$ cat src/rtl/rdreq_pkg.sv
package rdreq_pkg;
  localparam int unsigned RQ_LEN_W = 13;
  localparam int unsigned PAGE_W   = 12;

  typedef enum logic [0:0] {ST_IDLE, ST_RUN} rq_state_e;

  // size code -> byte limit; codes above 5 are clamped to 4096
  function automatic logic [RQ_LEN_W-1:0] code_to_bytes(input logic [2:0] code);
    logic [2:0] c;
    c = (code > 3'd5) ? 3'd5 : code;
    return RQ_LEN_W'(13'd128 << c);
  endfunction
endpackage

$ cat src/rtl/rdreq_len_calc.sv
module rdreq_len_calc
  import rdreq_pkg::*;
#(
  parameter int unsigned LEN_W = 20
) (
  input  logic [PAGE_W-1:0]   page_off_i,
  input  logic [LEN_W-1:0]    remain_i,
  input  logic [2:0]          size_code_i,
  output logic [RQ_LEN_W-1:0] len_o
);
  logic [RQ_LEN_W-1:0] room, limit, cap;

  always_comb begin
    room  = RQ_LEN_W'(4096) - {1'b0, page_off_i};
    limit = code_to_bytes(size_code_i);
    cap   = (room < limit) ? room : limit;
    len_o = (remain_i > LEN_W'(cap)) ? cap : remain_i[RQ_LEN_W-1:0];
  end
endmodule

$ cat src/rtl/rdreq_tag_pool.sv
module rdreq_tag_pool
  import rdreq_pkg::*;
#(
  parameter  int unsigned NUM_TAGS = 4,
  localparam int unsigned TAG_W    = (NUM_TAGS > 1) ? $clog2(NUM_TAGS) : 1
) (
  input  logic                clk_i,
  input  logic                rst_ni,
  input  logic                issue_i,
  input  logic [RQ_LEN_W-1:0] issue_len_i,
  input  logic                cpl_valid_i,
  input  logic [TAG_W-1:0]    cpl_tag_i,
  input  logic [RQ_LEN_W-1:0] cpl_bytes_i,
  input  logic                cpl_last_i,
  output logic [TAG_W-1:0]    next_tag_o,
  output logic                next_free_o,
  output logic                all_free_o
);
  logic [NUM_TAGS-1:0] busy_q;
  logic [TAG_W-1:0]    ptr_q;
  logic [RQ_LEN_W-1:0] left_q [NUM_TAGS];

  always_ff @(posedge clk_i or negedge rst_ni) begin
    if (!rst_ni) begin
      ptr_q <= '0;
    end else if (issue_i) begin
      ptr_q <= (ptr_q == TAG_W'(NUM_TAGS-1)) ? '0 : ptr_q + 1'b1;
    end
  end

  for (genvar t = 0; t < NUM_TAGS; t++) begin : g_tag
    logic take, back;
    assign take = issue_i && (ptr_q == TAG_W'(t));
    assign back = cpl_valid_i && (cpl_tag_i == TAG_W'(t));

    always_ff @(posedge clk_i or negedge rst_ni) begin
      if (!rst_ni) begin
        busy_q[t] <= 1'b0;
        left_q[t] <= '0;
      end else if (take) begin
        busy_q[t] <= 1'b1;
        left_q[t] <= issue_len_i;
      end else if (back) begin
        left_q[t] <= left_q[t] - cpl_bytes_i;
        if (cpl_last_i) busy_q[t] <= 1'b0;
      end
    end
  end

  assign next_tag_o  = ptr_q;
  assign next_free_o = !busy_q[ptr_q];
  assign all_free_o  = (busy_q == '0);

  // never hand out a tag that is still in flight
  a_r8_issue_free: assert property (@(posedge clk_i) disable iff (!rst_ni)
    issue_i |-> !busy_q[ptr_q]);
  // completions only target busy tags
  a_r7_cpl_busy: assert property (@(posedge clk_i) disable iff (!rst_ni)
    cpl_valid_i |-> busy_q[cpl_tag_i]);
  // the last completion drains exactly the bytes left for its tag
  a_r7_last_drain: assert property (@(posedge clk_i) disable iff (!rst_ni)
    (cpl_valid_i && cpl_last_i) |-> (left_q[cpl_tag_i] == cpl_bytes_i));
  // a partial completion leaves the tag busy
  a_r7_partial_keeps: assert property (@(posedge clk_i) disable iff (!rst_ni)
    (cpl_valid_i && !cpl_last_i && !issue_i) |=> !all_free_o);
endmodule

$ cat src/rtl/rd_requester.sv
module rd_requester
  import rdreq_pkg::*;
#(
  parameter  int unsigned ADDR_W   = 32,
  parameter  int unsigned LEN_W    = 20,
  parameter  int unsigned NUM_TAGS = 4,
  localparam int unsigned TAG_W    = (NUM_TAGS > 1) ? $clog2(NUM_TAGS) : 1
) (
  input  logic                clk_i,
  input  logic                rst_ni,
  input  logic                job_valid_i,
  output logic                job_ready_o,
  input  logic [ADDR_W-1:0]   job_addr_i,
  input  logic [LEN_W-1:0]    job_len_i,
  input  logic [2:0]          size_code_i,
  output logic                req_valid_o,
  input  logic                req_ready_i,
  output logic [ADDR_W-1:0]   req_addr_o,
  output logic [RQ_LEN_W-1:0] req_len_o,
  output logic [TAG_W-1:0]    req_tag_o,
  input  logic                cpl_valid_i,
  input  logic [TAG_W-1:0]    cpl_tag_i,
  input  logic [RQ_LEN_W-1:0] cpl_bytes_i,
  input  logic                cpl_last_i,
  output logic                done_o
);
  rq_state_e          state_q;
  logic [ADDR_W-1:0]  addr_q;
  logic [LEN_W-1:0]   remain_q;
  logic [2:0]         code_q;
  logic               done_q;
  logic               tag_free, all_free, issue, accept, finish;
  logic [TAG_W-1:0]   next_tag;
  logic [RQ_LEN_W-1:0] cur_len;

  rdreq_len_calc #(.LEN_W(LEN_W)) u_len (
    .page_off_i (addr_q[PAGE_W-1:0]),
    .remain_i   (remain_q),
    .size_code_i(code_q),
    .len_o      (cur_len)
  );

  rdreq_tag_pool #(.NUM_TAGS(NUM_TAGS)) u_pool (
    .clk_i      (clk_i),
    .rst_ni     (rst_ni),
    .issue_i    (issue),
    .issue_len_i(cur_len),
    .cpl_valid_i(cpl_valid_i),
    .cpl_tag_i  (cpl_tag_i),
    .cpl_bytes_i(cpl_bytes_i),
    .cpl_last_i (cpl_last_i),
    .next_tag_o (next_tag),
    .next_free_o(tag_free),
    .all_free_o (all_free)
  );

  assign job_ready_o = (state_q == ST_IDLE);
  assign accept      = job_ready_o && job_valid_i;
  assign req_valid_o = (state_q == ST_RUN) && (remain_q != '0) && tag_free;
  assign issue       = req_valid_o && req_ready_i;
  assign finish      = (state_q == ST_RUN) && (remain_q == '0) && all_free;
  assign req_addr_o  = addr_q;
  assign req_len_o   = cur_len;
  assign req_tag_o   = next_tag;
  assign done_o      = done_q;

  always_ff @(posedge clk_i or negedge rst_ni) begin
    if (!rst_ni) begin
      state_q  <= ST_IDLE;
      addr_q   <= '0;
      remain_q <= '0;
      code_q   <= '0;
      done_q   <= 1'b0;
    end else begin
      if (accept) begin
        state_q  <= ST_RUN;
        addr_q   <= job_addr_i;
        remain_q <= job_len_i;
        code_q   <= size_code_i;
        done_q   <= 1'b0;
      end else if (finish) begin
        state_q  <= ST_IDLE;
        done_q   <= 1'b1;
      end else if (issue) begin
        addr_q   <= addr_q + ADDR_W'(cur_len);
        remain_q <= remain_q - LEN_W'(cur_len);
      end
    end
  end

  a_r11_hold: assert property (@(posedge clk_i) disable iff (!rst_ni)
    (req_valid_o && !req_ready_i) |=>
      (req_valid_o && $stable(req_addr_o) && $stable(req_len_o) && $stable(req_tag_o)));
  a_r4_no_cross: assert property (@(posedge clk_i) disable iff (!rst_ni)
    req_valid_o |-> (({1'b0, req_addr_o[PAGE_W-1:0]} + req_len_o) <= 13'd4096));
  a_r3_len_cap: assert property (@(posedge clk_i) disable iff (!rst_ni)
    req_valid_o |-> ((req_len_o != '0) && (req_len_o <= code_to_bytes(code_q))));
  a_r2_addr_step: assert property (@(posedge clk_i) disable iff (!rst_ni)
    issue |=> (req_addr_o == $past(req_addr_o) + ADDR_W'($past(req_len_o))));
  a_r9_done_idle: assert property (@(posedge clk_i) disable iff (!rst_ni)
    done_o |-> (job_ready_o && all_free));
endmodule

$ cat config.mk
export PLATFORM = sky130hd
export DESIGN_NAME = rd_requester
export DESIGN_NICKNAME = d
export VERILOG_FILES = /design/src/rtl/rdreq_pkg.sv /design/src/rtl/rdreq_len_calc.sv /design/src/rtl/rdreq_tag_pool.sv /design/src/rtl/rd_requester.sv
export SDC_FILE = /design/constraint.sdc
export NUM_CORES = 1
export LEC_CHECK = 0
export BUFFER_PORTS_ARGS = -buffer_cell sky130_fd_sc_hd__buf_2
export CORE_ASPECT_RATIO = 0.9
export CORE_UTILIZATION = 56
export CTS_CLUSTER_DIAMETER = 40
export DETAILED_ROUTE_END_ITERATION = 12
export GPL_TIMING_DRIVEN = 0
export PLACE_DENSITY_LB_ADDON = 0.25
export SETUP_SLACK_MARGIN = 0.1
export SYNTH_ARGS = -nofsm -noshare
export SYNTH_HDL_FRONTEND = slang
export SYNTH_SLANG_ARGS = --single-unit
$ cat constraint.sdc
create_clock -name clk_i -period 10.6 [get_ports clk_i]
set_input_delay 0.53 -clock clk_i [delete_from_list [all_inputs] [get_ports clk_i]]
set_output_delay 0.53 -clock clk_i [all_outputs]
set_load 0.05 [all_outputs]
# Yosys cells after proc, flatten, opt, wreduce, memory -nomap -nowiden
# Index checks and enable logic that the tools add are counted.
[totals] output_inout_bits=50 word_cells=87 reg_bits=63 in_bits=76
[classes] n_reduce_logical=35 mux=25 addsub=4 n_lt_le_gt_ge=4 eq_ne=7 bitwise_logic=1 shifts=1
[ops] operator="32-bit two-way mux" count=3
[ops] operator="20-bit two-way mux" count=3
[ops] operator="32-bit by 13-bit adder with 32-bit output" count=1
[ops] operator="13-bit two-way mux" count=2
[ops] operator="20-bit by 13-bit greater-than comparator with 1-bit output" count=1
[ops] operator="20-bit zero test" count=1
[ops] operator="2-bit nonzero test" count=10
[ops] operator="20-bit nonzero test" count=1
[ops] operator="20-bit by 13-bit subtractor with 20-bit output" count=1
[ops] operator="1-bit logical AND" count=14
[ops] operator="1-bit two-way mux" count=14
[ops] operator="13-bit < comparator" count=1
[ops] operator="8-bit by 3-bit << shifter with 13-bit output, first input constant" count=1
[ops] operator="13-bit by 12-bit subtractor with 13-bit output, first input constant" count=1
[ops] operator="2-bit AND reduction" count=5
[ops] operator="2-bit equality test, second input constant" count=4
[ops] operator="2-bit by 1-bit equality test with 1-bit output, second input constant" count=2
[ops] operator="2-bit zero test" count=2
[ops] operator="4-bit zero test" count=1
[ops] operator="3-bit greater-than comparator, second input constant" count=1
[ops] operator="2-bit by 3-bit < comparator with 1-bit output, second input constant" count=1
[ops] operator="3-bit two-way mux" count=1
[ops] operator="2-bit by 1-bit adder with 2-bit output, second input constant" count=1
[ops] operator="1-bit binary-select mux with 2-bit select" count=1
[ops] operator="4 further kinds" count=4

# Depth between registers and ports, before layout
[depth] word_depth=11 ltp_mapped=36 mapped_depth_nobuf=30

# By module
# From an unflattened synthesis, not the netlist that was laid out.
[unflattened] cells_unflattened=683 hier_area_um2=5521.5
[modules_own_cells] mod="rd_requester" seq_area_each_um2=1426.4 n_inst=1 area_each_um2=4186.5 cells_each=517
[modules_own_cells] mod="rdreq_len_calc" seq_area_each_um2=0.0 n_inst=1 area_each_um2=997.2 cells_each=139
[modules_own_cells] mod="rdreq_tag_pool" seq_area_each_um2=150.1 n_inst=1 area_each_um2=337.8 cells_each=27

# Least setup slack after synthesis
# Ideal clock, no wire load.
[synth_timing] path_type="reg-to-reg" startpoint="register addr_q[2], in the netlist req_addr_o[2]" endpoint="register remain_q[12]" setup_ns=0.136 required_time_ns=10.464 synth_period_minus_slack_ns=9.319 path_buffers=6 slack_ns=1.281 arrival_ns=9.183 stages_incl_launch_ff=36 cell_sequence="dfrtp_1 clkbuf_1 or4_1 nor4b_1 nand2b_1 or3_1 and2_1 ha_1 a21o_1 a21o_1 nor2_1 clkbuf_1 nor2_1 a21oi_1 ha_1 nand2_1 or4_1 nor2_1 buf_2 a21oi_4 clkbuf_1 clkbuf_1 buf_1 o21ai_0 ha_1 inv_1 ha_1 a21oi_1 a22o_1 a31oi_1 a31oi_1 o21ai_0 a22oi_1 o21ai_0 xnor2_1 a21oi_1"
[synth_between] elab_chain_cells=9
[synth_lines] item="from (decl)" line="rd_requester.sv:28" rtl="logic [ADDR_W-1:0] addr_q;"
[synth_lines] item="from (signal assigned)" line="rd_requester.sv:77" rtl="addr_q <= job_addr_i;"
[synth_lines] item="from (signal assigned)" line="rd_requester.sv:85" rtl="addr_q <= addr_q + ADDR_W'(cur_len);"
[synth_lines] item="13-bit by 12-bit subtractor with 13-bit output *" line="rdreq_len_calc.sv:14" rtl="room = RQ_LEN_W'(4096) - {1'b0, page_off_i};"
[synth_lines] item="13-bit < comparator" line="rdreq_len_calc.sv:16" rtl="cap = (room < limit) ? room : limit;"
[synth_lines] item="13-bit two-way mux *" line="rdreq_len_calc.sv:16"
[synth_lines] item="20-bit by 13-bit greater-than comparator with 1-bit output" line="rdreq_len_calc.sv:17" rtl="len_o = (remain_i > LEN_W'(cap)) ? cap : remain_i[RQ_LEN_W-1:0];"
[synth_lines] item="13-bit two-way mux *" line="rdreq_len_calc.sv:17"
[synth_lines] item="net req_len_o[0]" line="rd_requester.sv:19" rtl="output logic [RQ_LEN_W-1:0] req_len_o,"
[synth_lines] item="20-bit by 13-bit subtractor with 20-bit output *" line="rd_requester.sv:86" rtl="remain_q <= remain_q - LEN_W'(cur_len);"
[synth_lines] item="20-bit two-way mux *" line="rd_requester.sv:84" rtl="end else if (issue) begin"
[synth_lines] item="20-bit two-way mux *" line="rd_requester.sv:81" rtl="end else if (finish) begin"
[synth_lines] item="20-bit two-way mux *" line="rd_requester.sv:75" rtl="if (accept) begin"
[synth_lines] item="to (signal assigned)" line="rd_requester.sv:78" rtl="remain_q <= job_len_i;"
[synth_lines] item="to (signal assigned)" line="rd_requester.sv:86"
[synth_lines] item="to (decl)" line="rd_requester.sv:29" rtl="logic [LEN_W-1:0] remain_q;"
# The timed path passes the listed nets; every way through them passes the cells marked *. The select of a mux whose other input is x is not followed.
# A chain may end at the register's enable or synchronous reset.

# Final worst setup path
[layout_timing] startpoint="register addr_q[2], in the netlist req_addr_o[2]" endpoint="register remain_q[12]"
[layout_between] elab_chain_cells=9
[layout_lines] item="13-bit by 12-bit subtractor with 13-bit output *" line="rdreq_len_calc.sv:14"
[layout_lines] item="13-bit < comparator" line="rdreq_len_calc.sv:16"
[layout_lines] item="13-bit two-way mux *" line="rdreq_len_calc.sv:16"
[layout_lines] item="20-bit by 13-bit greater-than comparator with 1-bit output" line="rdreq_len_calc.sv:17"
[layout_lines] item="13-bit two-way mux *" line="rdreq_len_calc.sv:17"
[layout_lines] item="20-bit by 13-bit subtractor with 20-bit output *" line="rd_requester.sv:86"
[layout_lines] item="20-bit two-way mux *" line="rd_requester.sv:84"
[layout_lines] item="20-bit two-way mux *" line="rd_requester.sv:81"
[layout_lines] item="20-bit two-way mux *" line="rd_requester.sv:75"
# Every way passes the cells marked *; elsewhere a longest branch is shown, timed or not. The select of a mux whose other input is x is not followed.

==> metrics.md <==
| Metric | Value |
|---|---|
| Status | `complete, no violations` |
| Final worst-path cycle share | `0.924` |
| Max capacitance violation total | `0` |
| Distinct cells, synth | `75` |
| Number of global-route vias before repair | `6339` |
| Final Util | `0.678` |
| Combinational family with the most area after synthesis | `compound AO/OA/AOI/OAI gates` |
| Area share of the leading cell type in the synthesized netlist | `0.266` |
| Fraction of power consumed by sequential logic | `0.155` |
| M1 GR Usage | `0.494` |
| Minimum clock period after layout | `9790 ps` |
| Final clock skew | `13.7 ps` |
| Placed insts | `1024` |
| Clock tree from TritonCTS | `done` |
| Cell type with the largest total area after synthesis | `sky130_fd_sc_hd__dfrtp_1` |
| Highest fanout seen on the critical path | `19` |
| Clock tree root driver cell | `sky130_fd_sc_hd__clkbuf_16` |
| Clock buffers created by TritonCTS | `9` |
| Global router's overall resource usage | `0.375` |
| Post-synthesis average cell area | `7.58 um2` |
| Deepest clock path buffer count | `2` |
| Switching power as a share of total power | `0.569` |
| WL per Instance | `20.0 um` |
| Number of design rule violations left after detail routing | `0` |
| Total power consumption of the routed design | `2800 uW` |
| Most common cell type on the critical path | `sky130_fd_sc_hd__ha_1` |
| Post-route antenna net violation count | `0` |
| Horizontal extent of the die | `111 um` |
| Iteration-0 DRC count of the detailed router | `588` |
| Overall die area | `11000 um2` |
| Sum Neg Setup Slack | `0 ps` |
| Clock sink count | `63` |
| Count of flip-flops with a built-in enable after synthesis | `0` |
| Vias | `6682` |
| Max-slew headroom at the worst pin | `0.426` |
| Synthesized Nets | `896` |
| Worst vdd rail ir drop | `0.342 mV` |
| Endpoints failing hold | `0` |
| Critical path start-end classification | `flip-flop to flip-flop` |
| Clock transition at the registers of the reported paths | `70 ps` |
| Setup slack on the worst flop-to-flop path | `810 ps` |
| Initial DRT Pass Iterations | `6` |
| Synth Flop Type | `sky130_fd_sc_hd__dfrtp_1` |
| Source-to-sink clock delay at the later pin of the worst-skew pair | `340 ps` |
| Final setup violation count | `0` |
| Row count | `35` |
| Post-detailed-placement half-perimeter wirelength | `15500 um` |
| Fill cells | `887` |
| Leakage power | `0.00305 uW` |
| Least-Margin Pin Slew | `861 ps` |
| Most congested layer reported by global routing | `met2` |
| Number of nets at the end of the flow | `1018` |
| Share of synthesized area spent on multiplexers | `0.0131` |
| I/O pin count | `126` |
| Data arrival time of the critical path | `9980 ps` |
| Commonest non-fill, non-tap cells in the layout | `116 x sky130_fd_sc_hd__buf_2, 113 x sky130_fd_sc_hd__nand2_1, 66 x sky130_fd_sc_hd__o21ai_0` |
| Asr flop ratio synth | `1.00` |
| Adder-Cell Fraction of Synth Area | `0.0917` |
| Initial core utilization | `0.577` |
| Antenna violations before repair | `0` |
| Layout area overhead | `17.6%` |
| Unrepaired setup endpoints after global routing | `false` |
| Combinational power share | `0.740` |
| Post-synth design cell area | `5940 um2` |
| Clock network fraction of total power | `0.106` |
| Most common library cell in the layout ignoring fill and taps | `sky130_fd_sc_hd__buf_2` |
| Simple-gate share of the synthesized area | `0.250` |
| Final Routed Wirelength | `20700 um` |
| Synthesized-area fraction occupied by xor and xnor cells | `0.0706` |
| Number of antenna diodes | `0` |
| CP endpoint kind | `flip-flop` |
| Nature of the critical path startpoint | `flip-flop` |
| Switching power | `1590 uW` |
| Setup Buffers After CTS | `0` |
| Height of the chip | `99.7 um` |
| Vias/cell | `6.44` |
| Share of final-layout standard cells stronger than drive strength 1 | `0.187` |
| Compound-cell area share of the yosys netlist | `0.252` |
| Slowest stage cell, crit path | `sky130_fd_sc_hd__or4_1` |
| Share of synthesized area occupied by flip-flops and latches | `0.266` |
| Internal power of the cells | `1210 uW` |
| Worst path max stage delay | `700 ps` |
| Largest cells by area after synthesis | `sky130_fd_sc_hd__dfrtp_1 27%, sky130_fd_sc_hd__ha_1 7.8%, sky130_fd_sc_hd__nand2_1 7.1%` |
| Number of instances in the synthesized netlist | `783` |
| Highest clock frequency the design can meet | `102 MHz` |
| CTS H-tree depth | `3` |
| Met2 routing resource usage after global routing | `0.586` |
| Ys Warns | `0` |
| Pwr Density | `401 nW/um2` |
| Final Slew Violations | `0` |
| Non-Filler Instances | `1038` |
| Core area | `10300 um2` |
| Last weighted congestion value of the routability-driven placer | `0.934` |
| Pin count of the biggest net entering global routing | `64` |
| Tightest Hold Check Type | `input port to asynchronous set/reset pin` |
| Wire length of the first global-routing pass | `32300 um` |
| Flops & latches, synth | `63` |
| GR Overflow Total | `0` |
| Number of buffers inserted by port buffering | `112` |
| Met3 track demand over resource | `0.0932` |
| Data required time at the worst endpoint | `10790 ps` |
==> final cells by class <==
type                       count  area, um2  share of cell area
multi-input combinational    635       4050               0.581
sequential                    63       1580               0.226
timing repair buffer         112        563              0.0807
clock buffer                  11        233              0.0334
buffer                        49        211              0.0303
tap                          129        161              0.0231
inverter                      35        131              0.0188
clock inverter                 4       47.5             0.00681
==> metal layers <==
metal | up-vias | share of wire
met1 | 3153 | 0.42
met4 | 0 | 0.032
met2 | 405 | 0.44
met3 | 57 | 0.11
met5 | - | 0
li1 | 3067 | -
==> final timing paths <==
path | from | endpoint | cells past startpoint
max | req_addr_o[2] | remain_q[12] | 35
min | rst_ni | req_addr_o[3] | 1
max reg2reg | req_addr_o[2] | remain_q[12] | 35
min reg2reg | done_o | done_o | 2
max in group asynchronous | rst_ni | remain_q[17] | 1
min in group clk_i | job_addr_i[2] | req_addr_o[2] | 3
==> worst max-delay path: cells and delay by family (launching register included) <==
family | cells | cell delay, ps
XOR/XNOR | 1 | 200
buffers and inverters | 6 | 1410
adder cells (fa/ha/maj) | 4 | 1060
AO/OA/AOI/OAI | 14 | 3590
AND/OR/NAND/NOR | 10 | 2970
flip-flops | 1 | 370
==> power groups by stage <==
stage	clock network (uW)	registers (uW)	logic, uW
2_1_floorplan	0	529	1410
3_3_place_gp	0	427	1930
3_5_place_dp	0	432	1980
4_1_cts	295	429	2010
5_1_grt	301	445	2240
6_report	295	433	2070
==> what timing repair did <==
action,CTS,global route
endpoints found under the setup margin,5,28
gates cloned,0,0
resized for setup,5,9
hold buffers,0,0
pin swaps,0,0
==> metrics by stage <==
stage | cell area, um2 | worst slack (ps) | hold WS, ps
4_1_cts | 6960 | 212 | 315
3_5_place_dp | 6660 | -87.4 | 459
2_1_floorplan | 5940 | 1280 | 234
6_report | 6980 | 805 | 262
3_3_place_gp | 6660 | 55.2 | 456
5_1_grt | 6980 | 203 | 352
==> Yosys cell counts, types with 10 or more instances <==
master	number
sky130_fd_sc_hd__o21ai_0	67
sky130_fd_sc_hd__inv_1	32
sky130_fd_sc_hd__o21ai_1	10
sky130_fd_sc_hd__and3_1	12
sky130_fd_sc_hd__nand2_1	113
sky130_fd_sc_hd__clkbuf_1	40
sky130_fd_sc_hd__or3_1	11
sky130_fd_sc_hd__a21oi_1	51
sky130_fd_sc_hd__a31oi_1	22
sky130_fd_sc_hd__xnor2_1	36
sky130_fd_sc_hd__ha_1	37
sky130_fd_sc_hd__nor2_1	63
sky130_fd_sc_hd__nor3_1	23
sky130_fd_sc_hd__o211ai_1	10
sky130_fd_sc_hd__xor2_1	10
sky130_fd_sc_hd__nand3_1	22
sky130_fd_sc_hd__dfrtp_1	63
==> kinds of logic after synthesis <==
logic type / after synthesis
muxes: 6
DFF: 63
xor gates and xnor gates: 47
AOI/OAI and AO/OA: 231
buffers and inverters: 85
adders and majority gates: 45
and+or+nand+nor: 306
==> registers in the layout, indices dropped and copies added, names as in the netlist <==
register and flops:
req_addr_o 32, remain_q 20, u_pool.busy_q 4, code_q 3
u_pool.next_tag_o 2, done_o 1, state_q 1
(Power assumes the default switching activity.)
